<file path="config.mk">
export PLATFORM = sky130hd
export DESIGN_NAME = frm_two_stage_combiner
export DESIGN_NICKNAME = d
export VERILOG_FILES = /design/src/rtl/frm_pkg.sv /design/src/rtl/frm_tapline.sv /design/src/rtl/frm_ctrl.sv /design/src/rtl/frm_edge_stage.sv /design/src/rtl/frm_mask_pair.sv /design/src/rtl/frm_two_stage_combiner.sv
export SDC_FILE = /design/constraint.sdc
export NUM_CORES = 2
export LEC_CHECK = 0
export BUFFER_PORTS_ARGS = -buffer_cell sky130_fd_sc_hd__buf_2
export CAP_MARGIN = 20
export CORE_MARGIN = 10
export CORE_UTILIZATION = 30
export CTS_CLUSTER_DIAMETER = 30
export CTS_CLUSTER_SIZE = 28
export DETAILED_ROUTE_END_ITERATION = 10
export HOLD_SLACK_MARGIN = 0.03
export PLACE_DENSITY_LB_ADDON = 0.08
export SYNTH_ARGS = -nofsm -noshare
export SYNTH_HDL_FRONTEND = slang
export SYNTH_SLANG_ARGS = --single-unit
</file>
<file path="constraint.sdc">
create_clock -name clk -period 24.5 [get_ports clk]
set_input_delay 1.225 -clock clk [delete_from_list [all_inputs] [get_ports clk]]
set_output_delay 1.225 -clock clk [all_outputs]
set_load 0.005 [all_outputs]
</file>
<file path="src/rtl/frm_pkg.sv">
package frm_pkg;

    typedef logic [15:0] idx_t;

    typedef enum logic [1:0] {
        S_FLUSH = 2'd0,
        S_FILL  = 2'd1,
        S_RUN   = 2'd2
    } fsm_t;

    // round half-up by 2^fb, then clamp to a signed w-bit range
    function automatic logic signed [63:0] rnd_sat(input logic signed [63:0] acc,
                                                   input int fb, input int w);
        logic signed [63:0] r;
        logic signed [63:0] hi;
        logic signed [63:0] lo;
        r  = (acc + (64'sd1 <<< (fb - 1))) >>> fb;
        hi = (64'sd1 <<< (w - 1)) - 64'sd1;
        lo = -(64'sd1 <<< (w - 1));
        if (r > hi)      r = hi;
        else if (r < lo) r = lo;
        return r;
    endfunction

endpackage

</file>
<file path="src/rtl/frm_tapline.sv">
module frm_tapline #(
    parameter int W     = 16,
    parameter int DEPTH = 4
) (
    input  logic                clk,
    input  logic                rst_n,
    input  logic                clr,
    input  logic                en,
    input  logic signed [W-1:0] din,
    output logic signed [W-1:0] past [DEPTH]
);

    always_ff @(posedge clk or negedge rst_n) begin
        if (!rst_n) begin
            for (int i = 0; i < DEPTH; i++) past[i] <= '0;
        end else if (clr) begin
            for (int i = 0; i < DEPTH; i++) past[i] <= '0;
        end else if (en) begin
            past[0] <= din;
            for (int i = 1; i < DEPTH; i++) past[i] <= past[i-1];
        end
    end


    tap_clear_chk: assert property (@(posedge clk) disable iff (!rst_n)
        clr |=> (past[0] == '0));

endmodule

</file>
<file path="src/rtl/frm_ctrl.sv">
module frm_ctrl
    import frm_pkg::*;
#(
    parameter int N     = 5,
    parameter int M     = 3,
    parameter int L1MAX = 4,
    parameter int L2MAX = 4,
    parameter int LW    = 3
) (
    input  logic          clk,
    input  logic          rst_n,
    input  logic          cfg_load,
    input  logic [LW-1:0] cfg_l1,
    input  logic [LW-1:0] cfg_l2,
    input  logic          in_valid,
    output logic          flush,
    output logic          accept,
    output logic          pass,
    output logic          single,
    output idx_t          l_tot,
    output idx_t          l2_o,
    output idx_t          cdel1,
    output idx_t          xdel2
);

    localparam idx_t HALF_N = idx_t'((N - 1) / 2);
    localparam idx_t HALF_M = idx_t'((M - 1) / 2);
    localparam idx_t NM1    = idx_t'(N - 1);
    localparam idx_t MM1    = idx_t'(M - 1);
    localparam idx_t L1TOP  = idx_t'(L1MAX);
    localparam idx_t L2TOP  = idx_t'(L2MAX);

    fsm_t state_q, state_d;
    idx_t l1_q, l2_q, l1_in, l2_in;
    idx_t cnt_q, cnt_d;
    idx_t span, base_a;

    // clamp requested factors into 1..MAX
    always_comb begin
        l1_in = idx_t'(cfg_l1);
        l2_in = idx_t'(cfg_l2);
        if (l1_in == '0)        l1_in = idx_t'(1);
        else if (l1_in > L1TOP) l1_in = L1TOP;
        if (l2_in == '0)        l2_in = idx_t'(1);
        else if (l2_in > L2TOP) l2_in = L2TOP;
    end

    always_ff @(posedge clk or negedge rst_n) begin
        if (!rst_n) begin
            l1_q <= idx_t'(1);
            l2_q <= idx_t'(1);
        end else if (cfg_load) begin
            l1_q <= l1_in;
            l2_q <= l2_in;
        end
    end

    // derived delays and fill span
    always_comb begin
        l_tot  = l1_q * l2_q;
        l2_o   = l2_q;
        cdel1  = l_tot * HALF_N;
        xdel2  = l2_q * (l1_q * HALF_N + HALF_M);
        single = (l2_q == idx_t'(1));
        base_a = l_tot * NM1;
        span   = ((base_a > xdel2) ? base_a : xdel2) + l2_q * MM1 + (single ? '0 : MM1);
    end

    // state register
    always_ff @(posedge clk or negedge rst_n) begin
        if (!rst_n) begin
            state_q <= S_FLUSH;
            cnt_q   <= '0;
        end else begin
            state_q <= state_d;
            cnt_q   <= cnt_d;
        end
    end

    // next state
    always_comb begin
        state_d = state_q;
        cnt_d   = cnt_q;
        unique case (state_q)
            S_FLUSH: begin
                state_d = S_FILL;
                cnt_d   = '0;
            end
            S_FILL: begin
                if (accept) begin
                    cnt_d = cnt_q + idx_t'(1);
                    if (cnt_q + idx_t'(1) >= span) state_d = S_RUN;
                end
            end
            S_RUN: begin
                state_d = S_RUN;
            end
            default: begin
                state_d = S_FLUSH;
            end
        endcase
        if (cfg_load) state_d = S_FLUSH;
    end

    // outputs
    always_comb begin
        flush  = (state_q == S_FLUSH);
        accept = in_valid && !flush && !cfg_load;
        pass   = accept && (state_q == S_RUN);
    end


    load_flush_chk: assert property (@(posedge clk) disable iff (!rst_n)
        cfg_load |=> (state_q == S_FLUSH));


    l_range_chk: assert property (@(posedge clk) disable iff (!rst_n)
        (l1_q >= idx_t'(1)) && (l1_q <= L1TOP) && (l2_q >= idx_t'(1)) && (l2_q <= L2TOP));


    flush_fill_chk: assert property (@(posedge clk) disable iff (!rst_n)
        (state_q == S_FLUSH && !cfg_load) |=> (state_q == S_FILL && cnt_q == '0));

endmodule

</file>
<file path="src/rtl/frm_edge_stage.sv">
module frm_edge_stage
    import frm_pkg::*;
#(
    parameter int W     = 16,
    parameter int CW    = 16,
    parameter int FB    = 14,
    parameter int N     = 5,
    parameter int M     = 3,
    parameter int L1MAX = 4,
    parameter int L2MAX = 4,
    parameter logic [N*CW-1:0] COEF = '0
) (
    input  logic                clk,
    input  logic                rst_n,
    input  logic                clr,
    input  logic                in_valid,
    input  logic signed [W-1:0] in_data,
    input  idx_t                l_tot,
    input  idx_t                cdel1,
    input  idx_t                xdel2,
    output logic                v_q,
    output logic signed [W-1:0] a_q,
    output logic signed [W:0]   c_q,
    output logic signed [W-1:0] xd_q
);

    localparam int SPAN_A = L1MAX * L2MAX * (N - 1);
    localparam int SPAN_X = L2MAX * (L1MAX * ((N - 1) / 2) + (M - 1) / 2);
    localparam int DEPTH  = (SPAN_A > SPAN_X) ? SPAN_A : SPAN_X;

    logic signed [W-1:0] past [DEPTH];
    logic signed [63:0]  acc, cf, tv, r;
    logic signed [W-1:0] a_n, xd1, xd2, tap;
    logic signed [W:0]   c_n;
    idx_t                j;

    frm_tapline #(.W(W), .DEPTH(DEPTH)) u_line (
        .clk  (clk),
        .rst_n(rst_n),
        .clr  (clr),
        .en   (in_valid),
        .din  (in_data),
        .past (past)
    );

    always_comb begin
        acc = '0;
        for (int k = 0; k < N; k++) begin
            j   = idx_t'(k) * l_tot;
            tap = (j == '0) ? in_data : past[j - idx_t'(1)];
            cf  = {{(64-CW){COEF[k*CW+CW-1]}}, COEF[k*CW +: CW]};
            tv  = {{(64-W){tap[W-1]}}, tap};
            acc = acc + cf * tv;
        end
        r   = rnd_sat(acc, FB, W);
        a_n = r[W-1:0];
        xd1 = (cdel1 == '0) ? in_data : past[cdel1 - idx_t'(1)];
        xd2 = (xdel2 == '0) ? in_data : past[xdel2 - idx_t'(1)];
        c_n = {xd1[W-1], xd1} - {a_n[W-1], a_n};
    end

    always_ff @(posedge clk or negedge rst_n) begin
        if (!rst_n) begin
            v_q  <= 1'b0;
            a_q  <= '0;
            c_q  <= '0;
            xd_q <= '0;
        end else if (clr) begin
            v_q  <= 1'b0;
            a_q  <= '0;
            c_q  <= '0;
            xd_q <= '0;
        end else begin
            v_q <= in_valid;
            if (in_valid) begin
                a_q  <= a_n;
                c_q  <= c_n;
                xd_q <= xd2;
            end
        end
    end


    edge_valid_chk: assert property (@(posedge clk) disable iff (!rst_n)
        (in_valid && !clr) |=> v_q);

endmodule

</file>
<file path="src/rtl/frm_mask_pair.sv">
module frm_mask_pair
    import frm_pkg::*;
#(
    parameter int W     = 16,
    parameter int CW    = 16,
    parameter int FB    = 14,
    parameter int M     = 3,
    parameter int SPMAX = 4,
    parameter logic [M*CW-1:0] COEF_P = '0,
    parameter logic [M*CW-1:0] COEF_Q = '0
) (
    input  logic                clk,
    input  logic                rst_n,
    input  logic                clr,
    input  logic                in_valid,
    input  logic signed [W-1:0] p_in,
    input  logic signed [W:0]   q_in,
    input  idx_t                sp,
    output logic                y_valid,
    output logic signed [W-1:0] y_q
);

    localparam int DEPTH = (M - 1) * SPMAX;

    logic signed [W-1:0] p_past [DEPTH];
    logic signed [W:0]   q_past [DEPTH];
    logic signed [63:0]  acc, cp, cq, tp, tq, r;
    logic signed [W-1:0] pv;
    logic signed [W:0]   qv;
    idx_t                j;

    frm_tapline #(.W(W), .DEPTH(DEPTH)) u_pline (
        .clk(clk), .rst_n(rst_n), .clr(clr), .en(in_valid), .din(p_in), .past(p_past)
    );

    frm_tapline #(.W(W+1), .DEPTH(DEPTH)) u_qline (
        .clk(clk), .rst_n(rst_n), .clr(clr), .en(in_valid), .din(q_in), .past(q_past)
    );

    always_comb begin
        acc = '0;
        for (int k = 0; k < M; k++) begin
            j   = idx_t'(k) * sp;
            pv  = (j == '0) ? p_in : p_past[j - idx_t'(1)];
            qv  = (j == '0) ? q_in : q_past[j - idx_t'(1)];
            cp  = {{(64-CW){COEF_P[k*CW+CW-1]}}, COEF_P[k*CW +: CW]};
            cq  = {{(64-CW){COEF_Q[k*CW+CW-1]}}, COEF_Q[k*CW +: CW]};
            tp  = {{(64-W){pv[W-1]}}, pv};
            tq  = {{(63-W){qv[W]}}, qv};
            acc = acc + cp * tp + cq * tq;
        end
        r = rnd_sat(acc, FB, W);
    end

    always_ff @(posedge clk or negedge rst_n) begin
        if (!rst_n) begin
            y_valid <= 1'b0;
            y_q     <= '0;
        end else if (clr) begin
            y_valid <= 1'b0;
            y_q     <= '0;
        end else begin
            y_valid <= in_valid;
            if (in_valid) y_q <= r[W-1:0];
        end
    end


    pair_valid_chk: assert property (@(posedge clk) disable iff (!rst_n)
        (in_valid && !clr) |=> y_valid);

endmodule

</file>
<file path="src/rtl/frm_two_stage_combiner.sv">
module frm_two_stage_combiner
    import frm_pkg::*;
#(
    parameter int W     = 16,
    parameter int CW    = 16,
    parameter int FB    = 14,
    parameter int N     = 5,
    parameter int M     = 3,
    parameter int L1MAX = 4,
    parameter int L2MAX = 4,
    parameter int LW    = $clog2(((L1MAX > L2MAX) ? L1MAX : L2MAX) + 1),
    parameter logic [N*CW-1:0] EDGE_COEF = {16'd1024, 16'd4096, 16'd6144, 16'd4096, 16'd1024},
    parameter logic [M*CW-1:0] P1_COEF   = {16'd4096, 16'd8192, 16'd4096},
    parameter logic [M*CW-1:0] Q1_COEF   = {16'd0, 16'd8192, 16'd8192},
    parameter logic [M*CW-1:0] P2_COEF   = {16'd2048, 16'd12288, 16'd2048},
    parameter logic [M*CW-1:0] Q2_COEF   = {16'd4096, 16'd16384, 16'hF000}
) (
    input  logic          clk,
    input  logic          rst_n,
    input  logic          cfg_load,
    input  logic [LW-1:0] cfg_l1,
    input  logic [LW-1:0] cfg_l2,
    input  logic          in_valid,
    input  logic [W-1:0]  in_data,
    output logic          out_valid,
    output logic [W-1:0]  out_data
);

    logic flush, accept, pass, single;
    idx_t l_tot, l2, cdel1, xdel2;

    logic                ea_v, m1_v, m2_v;
    logic signed [W-1:0] ea_a, ea_xd, y1, y2;
    logic signed [W:0]   ea_c, c2;
    logic signed [W-1:0] xd_b, y1_c;
    logic                pass_a, pass_b, pass_c;

    frm_ctrl #(.N(N), .M(M), .L1MAX(L1MAX), .L2MAX(L2MAX), .LW(LW)) u_ctrl (
        .clk     (clk),
        .rst_n   (rst_n),
        .cfg_load(cfg_load),
        .cfg_l1  (cfg_l1),
        .cfg_l2  (cfg_l2),
        .in_valid(in_valid),
        .flush   (flush),
        .accept  (accept),
        .pass    (pass),
        .single  (single),
        .l_tot   (l_tot),
        .l2_o    (l2),
        .cdel1   (cdel1),
        .xdel2   (xdel2)
    );

    frm_edge_stage #(.W(W), .CW(CW), .FB(FB), .N(N), .M(M),
                     .L1MAX(L1MAX), .L2MAX(L2MAX), .COEF(EDGE_COEF)) u_edge (
        .clk     (clk),
        .rst_n   (rst_n),
        .clr     (flush),
        .in_valid(accept),
        .in_data (in_data),
        .l_tot   (l_tot),
        .cdel1   (cdel1),
        .xdel2   (xdel2),
        .v_q     (ea_v),
        .a_q     (ea_a),
        .c_q     (ea_c),
        .xd_q    (ea_xd)
    );

    frm_mask_pair #(.W(W), .CW(CW), .FB(FB), .M(M), .SPMAX(L2MAX),
                    .COEF_P(P1_COEF), .COEF_Q(Q1_COEF)) u_mask1 (
        .clk     (clk),
        .rst_n   (rst_n),
        .clr     (flush),
        .in_valid(ea_v),
        .p_in    (ea_a),
        .q_in    (ea_c),
        .sp      (l2),
        .y_valid (m1_v),
        .y_q     (y1)
    );

    // second-stage complement from the aligned delayed input
    assign c2 = {xd_b[W-1], xd_b} - {y1[W-1], y1};

    frm_mask_pair #(.W(W), .CW(CW), .FB(FB), .M(M), .SPMAX(1),
                    .COEF_P(P2_COEF), .COEF_Q(Q2_COEF)) u_mask2 (
        .clk     (clk),
        .rst_n   (rst_n),
        .clr     (flush),
        .in_valid(m1_v),
        .p_in    (y1),
        .q_in    (c2),
        .sp      (idx_t'(1)),
        .y_valid (m2_v),
        .y_q     (y2)
    );

    // side pipeline: pass flag and delayed input follow the samples
    always_ff @(posedge clk or negedge rst_n) begin
        if (!rst_n) begin
            pass_a <= 1'b0; pass_b <= 1'b0; pass_c <= 1'b0;
            xd_b   <= '0;   y1_c   <= '0;
            out_valid <= 1'b0; out_data <= '0;
        end else if (flush) begin
            pass_a <= 1'b0; pass_b <= 1'b0; pass_c <= 1'b0;
            xd_b   <= '0;   y1_c   <= '0;
            out_valid <= 1'b0; out_data <= '0;
        end else begin
            if (accept) pass_a <= pass;
            if (ea_v) begin
                pass_b <= pass_a;
                xd_b   <= ea_xd;
            end
            if (m1_v) begin
                pass_c <= pass_b;
                y1_c   <= y1;
            end
            out_valid <= m2_v && pass_c;
            if (m2_v) out_data <= single ? y1_c : y2;
        end
    end


    flush_quiet_chk: assert property (@(posedge clk) disable iff (!rst_n)
        flush |=> !out_valid);


    out_order_chk: assert property (@(posedge clk) disable iff (!rst_n)
        out_valid |-> $past(m2_v));

endmodule

</file>
* Word level (Yosys, flattened, before mapping) *
Cells that the tools add are included.

word-level totals
  register bits = 1,540
  output and inout bits = 17
  word-level logic and storage cells = 278

operators by class
  $add $sub $neg = 30
  multipliers = 5
  $lt $le $gt $ge = 17
  equality and inequality tests = 6
  muxes and demuxes = 87
  bitwise operators = 7
  reduce and logical (&&, ||, !) cells = 23

operators by type and width
  kind                      count
  $mux W1024                2
  $mux W16                  45
  $bmux W16 S6              5
  $mux W136                 2
  $mux W128                 2
  $add A64 B15 Y64 const B  3
  $gt A50 B16 Y1 const B    3
  $lt A50 B16 Y1 const B    3
  $add A64 B28 Y64          2
  $add A64 B64 Y64          2
  $not A16 Y17              7
  $logic_not A16 Y1         7
  $sub A16 B1 Y16 const B   7
  $bmux W16 S3              2
  $ge A17 B7 Y1 const B     5
  $mux W17                  5
  $mux W34                  2
  $add A27 B64 Y64          1
  $add A64 B26 Y64          1
  $add A64 B27 Y64          1
  $add A64 B29 Y64          1
  $add A64 B30 Y64          1
  $add A64 B31 Y64          1
  $mux W32                  2
  31 further kinds          63

* Logic depth before layout (Yosys ltp) *
  depth in word-level cells = 18
  gate-level depth with buffers = 69
  depth with buffers taken out = 59

* Cells and area by module *
From an unflattened synthesis, not the netlist that was laid out.

unflattened totals
  cells, all modules = 10,441
  area total of the unflattened synthesis = 124,060.2 µm²

by module, submodules not included
  module                          times used  cells an instance  area each (µm²)
  frm_edge_stage                  1           3,388              46,195.6
  frm_tapline at u_edge.u_line    1           3,300              41,126.9
  frm_mask_pair at u_mask2        1           1,350              10,610.2
  frm_mask_pair at u_mask1        1           675                6,505.0
  frm_tapline at u_mask1.u_qline  1           438                5,482.8
  frm_tapline at u_mask1.u_pline  1           412                5,292.6
  frm_ctrl                        1           365                3,090.5
  frm_two_stage_combiner          1           300                3,024.2
  frm_tapline at u_mask2.u_qline  1           110                1,408.9
  frm_tapline at u_mask2.u_pline  1           103                1,323.8

* Least setup slack after synthesis *
No wires, ideal clock.

  kind = reg-to-reg
  start point = reg u_ctrl.l2_q[0] (netlist: u_ctrl.l2_o[0])
  end point = reg u_edge.c_q[12]
  library setup time = 0.069 ns
  arrival time = 14.526 ns
  data required time = 24.431 ns
  path slack = 9.905 ns
  cell stages (with the launch flop) = 65
  buffers on the path = 13
  clock period less this slack = 14.595 ns
  path through = dfstp_2 buf_6 nand2_2 inv_1 buf_2 buf_1 clkbuf_1 buf_1 clkbuf_1 ha_1 inv_1 buf_1 buf_2 buf_1 clkbuf_1 mux4_2 mux4_2 mux2i_1 [... 29 more ...] nor4b_1 a41oi_2 nand2_1 a21o_1 clkbuf_1 a21oi_1 ha_1 clkbuf_1 nor2b_1 o21ai_0 nand2b_1 a21o_1 a21oi_1 inv_1 a21oi_1 nand4_1 or4_1 nand3_1

between the ends
  longest elaborated chain between the ends = 18
  elaborated cells on any way between the ends = 43

ends and longest elaborated chain
  item                                                 RTL line                                    source
  start: declaration                                   frm_ctrl.sv:34                              idx_t l1_q, l2_q, l1_in, l2_in;
  start signal: assignment                             frm_ctrl.sv:51                              l2_q <= idx_t'(1);
  start signal: assignment                             frm_ctrl.sv:54                              l2_q <= l2_in;
  $mul A16 B16 Y16 (*)                                 frm_ctrl.sv:60                              l_tot = l1_q * l2_q;
  $sub A16 B1 Y16 (on tied branches)                   frm_edge_stage.sv:50, frm_edge_stage.sv:57
  $not A16 Y17 (on tied branches)                      frm_edge_stage.sv:50, frm_edge_stage.sv:57
  $bmux W16 S6 (on tied branches)                      frm_edge_stage.sv:50, frm_edge_stage.sv:57
  $mux W16 (on tied branches) (3 in series)            frm_edge_stage.sv:50, frm_edge_stage.sv:57
  $mul A3 B16 Y19 or $add A26 B28 Y29 (tied branches)  frm_edge_stage.sv:53                        acc = acc + cf * tv;
  $add A64 B64 Y64                                     frm_edge_stage.sv:53
  $add A64 B28 Y64                                     frm_edge_stage.sv:53
  $add A64 B26 Y64                                     frm_edge_stage.sv:53
  $add A64 B15 Y64                                     frm_pkg.sv:17                               r = (acc + (64'sd1 <<< (fb - 1))) >>> fb;
  $lt A50 B16 Y1                                       frm_pkg.sv:21                               else if (r < lo) r = lo;
  $mux W16                                             frm_pkg.sv:21
  $mux W16                                             frm_pkg.sv:20                               if (r > hi) r = hi;
  $sub A16 B16 Y17 (*)                                 frm_edge_stage.sv:59                        c_n = {xd1[W-1], xd1} - {a_n[W-1], a_n};
  $mux W17 (*)                                         frm_edge_stage.sv:75                        if (in_valid) begin
  $mux W17 (*)                                         frm_edge_stage.sv:68                        end else if (clr) begin
  end signal: assignment                               frm_edge_stage.sv:77                        c_q <= c_n;
  end: declaration                                     frm_edge_stage.sv:23                        output logic signed [W:0] c_q,

Every way passes the cells marked *; elsewhere a longest branch is shown, timed or not. The select of a mux whose other input is x is not followed.
A chain may end at the register's enable or synchronous reset.

* Final worst setup path *
Ends and elaborated chain as after synthesis.

==> results.ini <==
[synth]
ys_async_sr_fraction_pct = 100
syn-num-nets = 11118
synth_flop_cell = dfrtp_1
avgSynthCellArea_um2 = 10.7
synthesis.area_mm2 = 0.113
synthTopCellsByArea = dfrtp_1 (33%), mux4_2 (25%), nand2_1 (8.1%), nand3b_1 (7.1%), fa_1 (4.0%)
yosys_warnings = 0
synth-seq-cells = 1498
synth_edf_count = 0
synthCells = 10550
synth_top_cell_by_area = dfrtp_1
synth.top_cell.area_share_pct = 33.2
synth_cell_types = 95
yosysSeqAreaShare_pct = 33.3

[global_routing]
grtUsageMet2_pct = 30.3
overflow = 0
grt_use_met3_pct = 3.03
top_usage_layer = met2
grt_max_degree = 217
grt_usage_pct = 18.7
grt_pass1_wl_mm = 591
met1_usage_pct = 26.1
antenna_found_initial = 20
grt_pass1_vias = 88876

[floorplan]
core_region_area_mm2 = 0.375
ios = 43
rows = 225
dieArea_mm2 = 0.401
initial_core_util_pct = 30.1
die_w_um = 633
die_height_um = 633

[drt]
vias = 85500
vias_per_cell = 5.42
wirelength_mm = 382
drc = 0
ant_nets = 0
drtIter0Drc = 7111
wire_per_inst_um = 24.2
firstDrtPassIters = 6

[setup_path]
crit_family = compound AO/OA/AOI/OAI gates
worstSetupPathType = reg -> reg
cp-start-kind = flip-flop
cp-end-kind = flip-flop
path_common_cell = o21ai_0
arrival_ns = 18.34
cp.required_ns = 25.36
critPathBufInv = 8
cp_max_fo = 92
max_stage_delay_ns = 1.06
cp_slowest_cell = dfstp_4

[outcome]
status = finished clean

[clock_tree]
ctsHtreeMaxLevel = 5
cts_buffers = 470
cts_setup_buffers = 0
cts_max_path_buffers = 4
clock_latency_ns = 1.01
tritoncts = built
clk_pin_slew_ns = 0.04
cts.sinks = 1498
ctsResizeCount = 0
clock-root-buffer = clkbuf_16
postCtsHoldBufs = 0

[placed_design]
gp_congestion = 0.819
portBuffers = 42
dp_hpwl_mm = 250
placed_cells = 14909

[timing]
rsz0062_at_grt = false
min_period_ns = 17.48
maxSlewHeadroom_pct = 3.89
slew_violations = 0
tns_ns = 0
fmax_mhz = 57.2
clock_skew_ns = 0.0964
setup_viol = 0
finalHoldViolCount = 0
hold-worst-slack_ns = 0.300
finalCritPeriodShare_pct = 71.3
worst_pin_slew_ns = 1.44

[power]
leakagePower_nw = 60.2
p_clk_share_pct = 34.1
switchingPower_mw = 8.07
pwr-share-seq_pct = 14.3
p_comb_share_pct = 51.6
netSwitchingFraction_pct = 43.6
ir_drop_mv = 0.121
power.density_mw_per_mm2 = 137
intPower_mw = 10.4

[flow_run]
maxCapViolations = 0

[worst_hold_path]
hold_class = in -> async

[layout]
layout-drive-gt1-share_pct = 21.8
area_growth_pct = 19.4
nets = 10956
final_cell_count_no_fill = 15789
utilization_pct = 35.9

==> sequential cells by signal (all words and copies together) (netlist names), 17 cells and up <==
register	cells
u_mask1.u_qline.past	136
u_mask1.u_pline.past	128
u_edge.u_line.past	1024
u_edge.c_q	17
u_mask2.u_qline.past	34
==> stage by stage <==
| stage | setup WS, ns | instance area (um^2) | total power [mW] |
|---|---|---|---|
| 2_1_floorplan | 9.90 | 113000 | 9.34 |
| 3_3_place_gp | 6.78 | 118000 | 12.3 |
| 3_5_place_dp | 6.82 | 118000 | 12.3 |
| 4_1_cts | 6.71 | 135000 | 18.7 |
| 5_1_grt | 5.46 | 135000 | 19.8 |
| 6_report | 7.02 | 135000 | 18.5 |
==> synthesized netlist by cell type, types with 21 or more instances <==
master / instances
a31oi_1: 50
nand2_1: 2423
a311oi_1: 33
nor3_1: 39
and2_1: 72
dfrtp_1: 1496
a21oi_1: 229
a211oi_1: 112
a21o_1: 65
and3_1: 24
inv_1: 425
clkbuf_1: 680
ha_1: 314
xnor2_1: 120
o21a_1: 23
nor2b_1: 21
fa_1: 228
o21bai_1: 25
a21boi_0: 36
mux2i_1: 443
buf_2: 46
nand4_1: 34
nor2_1: 513
o21ai_0: 204
o211ai_1: 25
buf_1: 121
mux4_2: 1232
nand3_1: 56
nand2b_1: 29
nand3b_1: 1073
xor2_1: 77
==> cell families after synthesis <==
logic type | synth area share, %
AO/OA/AOI/OAI | 5.64
XOR/XNOR | 1.57
adder cells (fa/ha/maj) | 7.54
buffers and inverters | 4.32
flip-flops | 33.3
multiplexers | 28.8
AND/OR/NAND/NOR | 18.9
==> power groups by stage <==
stage | Sequential [mW] | Clock (mW) | Combinational [mW]
floorplan | 2.62 | 0 | 6.72
global placement | 2.68 | 0 | 9.57
detailed placement | 2.68 | 0 | 9.57
CTS | 2.65 | 6.44 | 9.64
global route | 2.66 | 6.59 | 10.6
finish | 2.65 | 6.31 | 9.54
==> metal layers <==
metal	share of wire, %	vias up
met4	2.9	10
met3	5.0	623
met2	47	2364
met1	45	44476
li1	-	38027
met5	0.017	-
==> cells in the final DEF, fill, tap and decap left out, types with 28 or more instances in the layout <==
cell and n:
a211oi_1 112, a21boi_0 35, a21o_1 65, a21oi_1 229
a311oi_1 33, a31oi_1 50, and2_1 72, buf_2 43
buf_4 152, bufinv_16 64, clkbuf_1 77, clkbuf_16 475
clkbuf_8 98, clkinv_2 95, dfrtp_1 1494, fa_1 228
ha_1 310, inv_1 421, mux2i_1 443, mux4_2 1232
nand2_1 2423, nand2b_1 28, nand3_1 56, nand3b_1 1073
nand4_1 34, nor2_1 511, nor3_1 38, o21ai_0 200
xnor2_1 109, xor2_1 72
==> worst reg2reg max path, delay by kind of cell, from the launching register on <==
kind	cells	cell delay, ns
multiplexers	3	1.32
flip-flops	1	1.06
AO/OA/AOI/OAI	24	5.41
adder cells (fa/ha/maj)	8	3.29
XOR/XNOR	1	0.24
AND/OR/NAND/NOR	11	2.55
buffers and inverters	8	3.52
==> final cells by class <==
cell class	instances	area [um^2]
sequential	1498	37500
inverter	427	1630
timing repair buffer	217	1780
antenna	6	15.0
fill	36744	240000
tap	4994	6250
clock inverter	223	3270
clock buffer	650	13500
multi-input combinational	7774	70600
==> final timing paths <==
path / start / end / slack (ns) / depth (start not counted)
worst max-delay path: u_ctrl.l2_o[0]$_DFFE_PN1P_ / u_edge.c_q[12]$_DFFE_PN0P_ / 7.02 / 55
max in group asynchronous: rst_n / u_edge.u_line.past[175]$_DFFE_PN0P_ / 19.57 / 6
worst min-delay path: rst_n / u_mask1.u_qline.past[38]$_DFFE_PN0P_ / 0.30 / 1
worst max register to register: u_ctrl.l2_o[0]$_DFFE_PN1P_ / u_edge.c_q[12]$_DFFE_PN0P_ / 7.02 / 55
min in group clk: u_mask2.y_q[6]$_DFFE_PN0P_ / u_mask2.y_q[6]$_DFFE_PN0P_ / 0.50 / 2
worst min register to register: u_mask2.y_q[6]$_DFFE_PN0P_ / u_mask2.y_q[6]$_DFFE_PN0P_ / 0.50 / 2
Power figures use the tool's default switching activity.
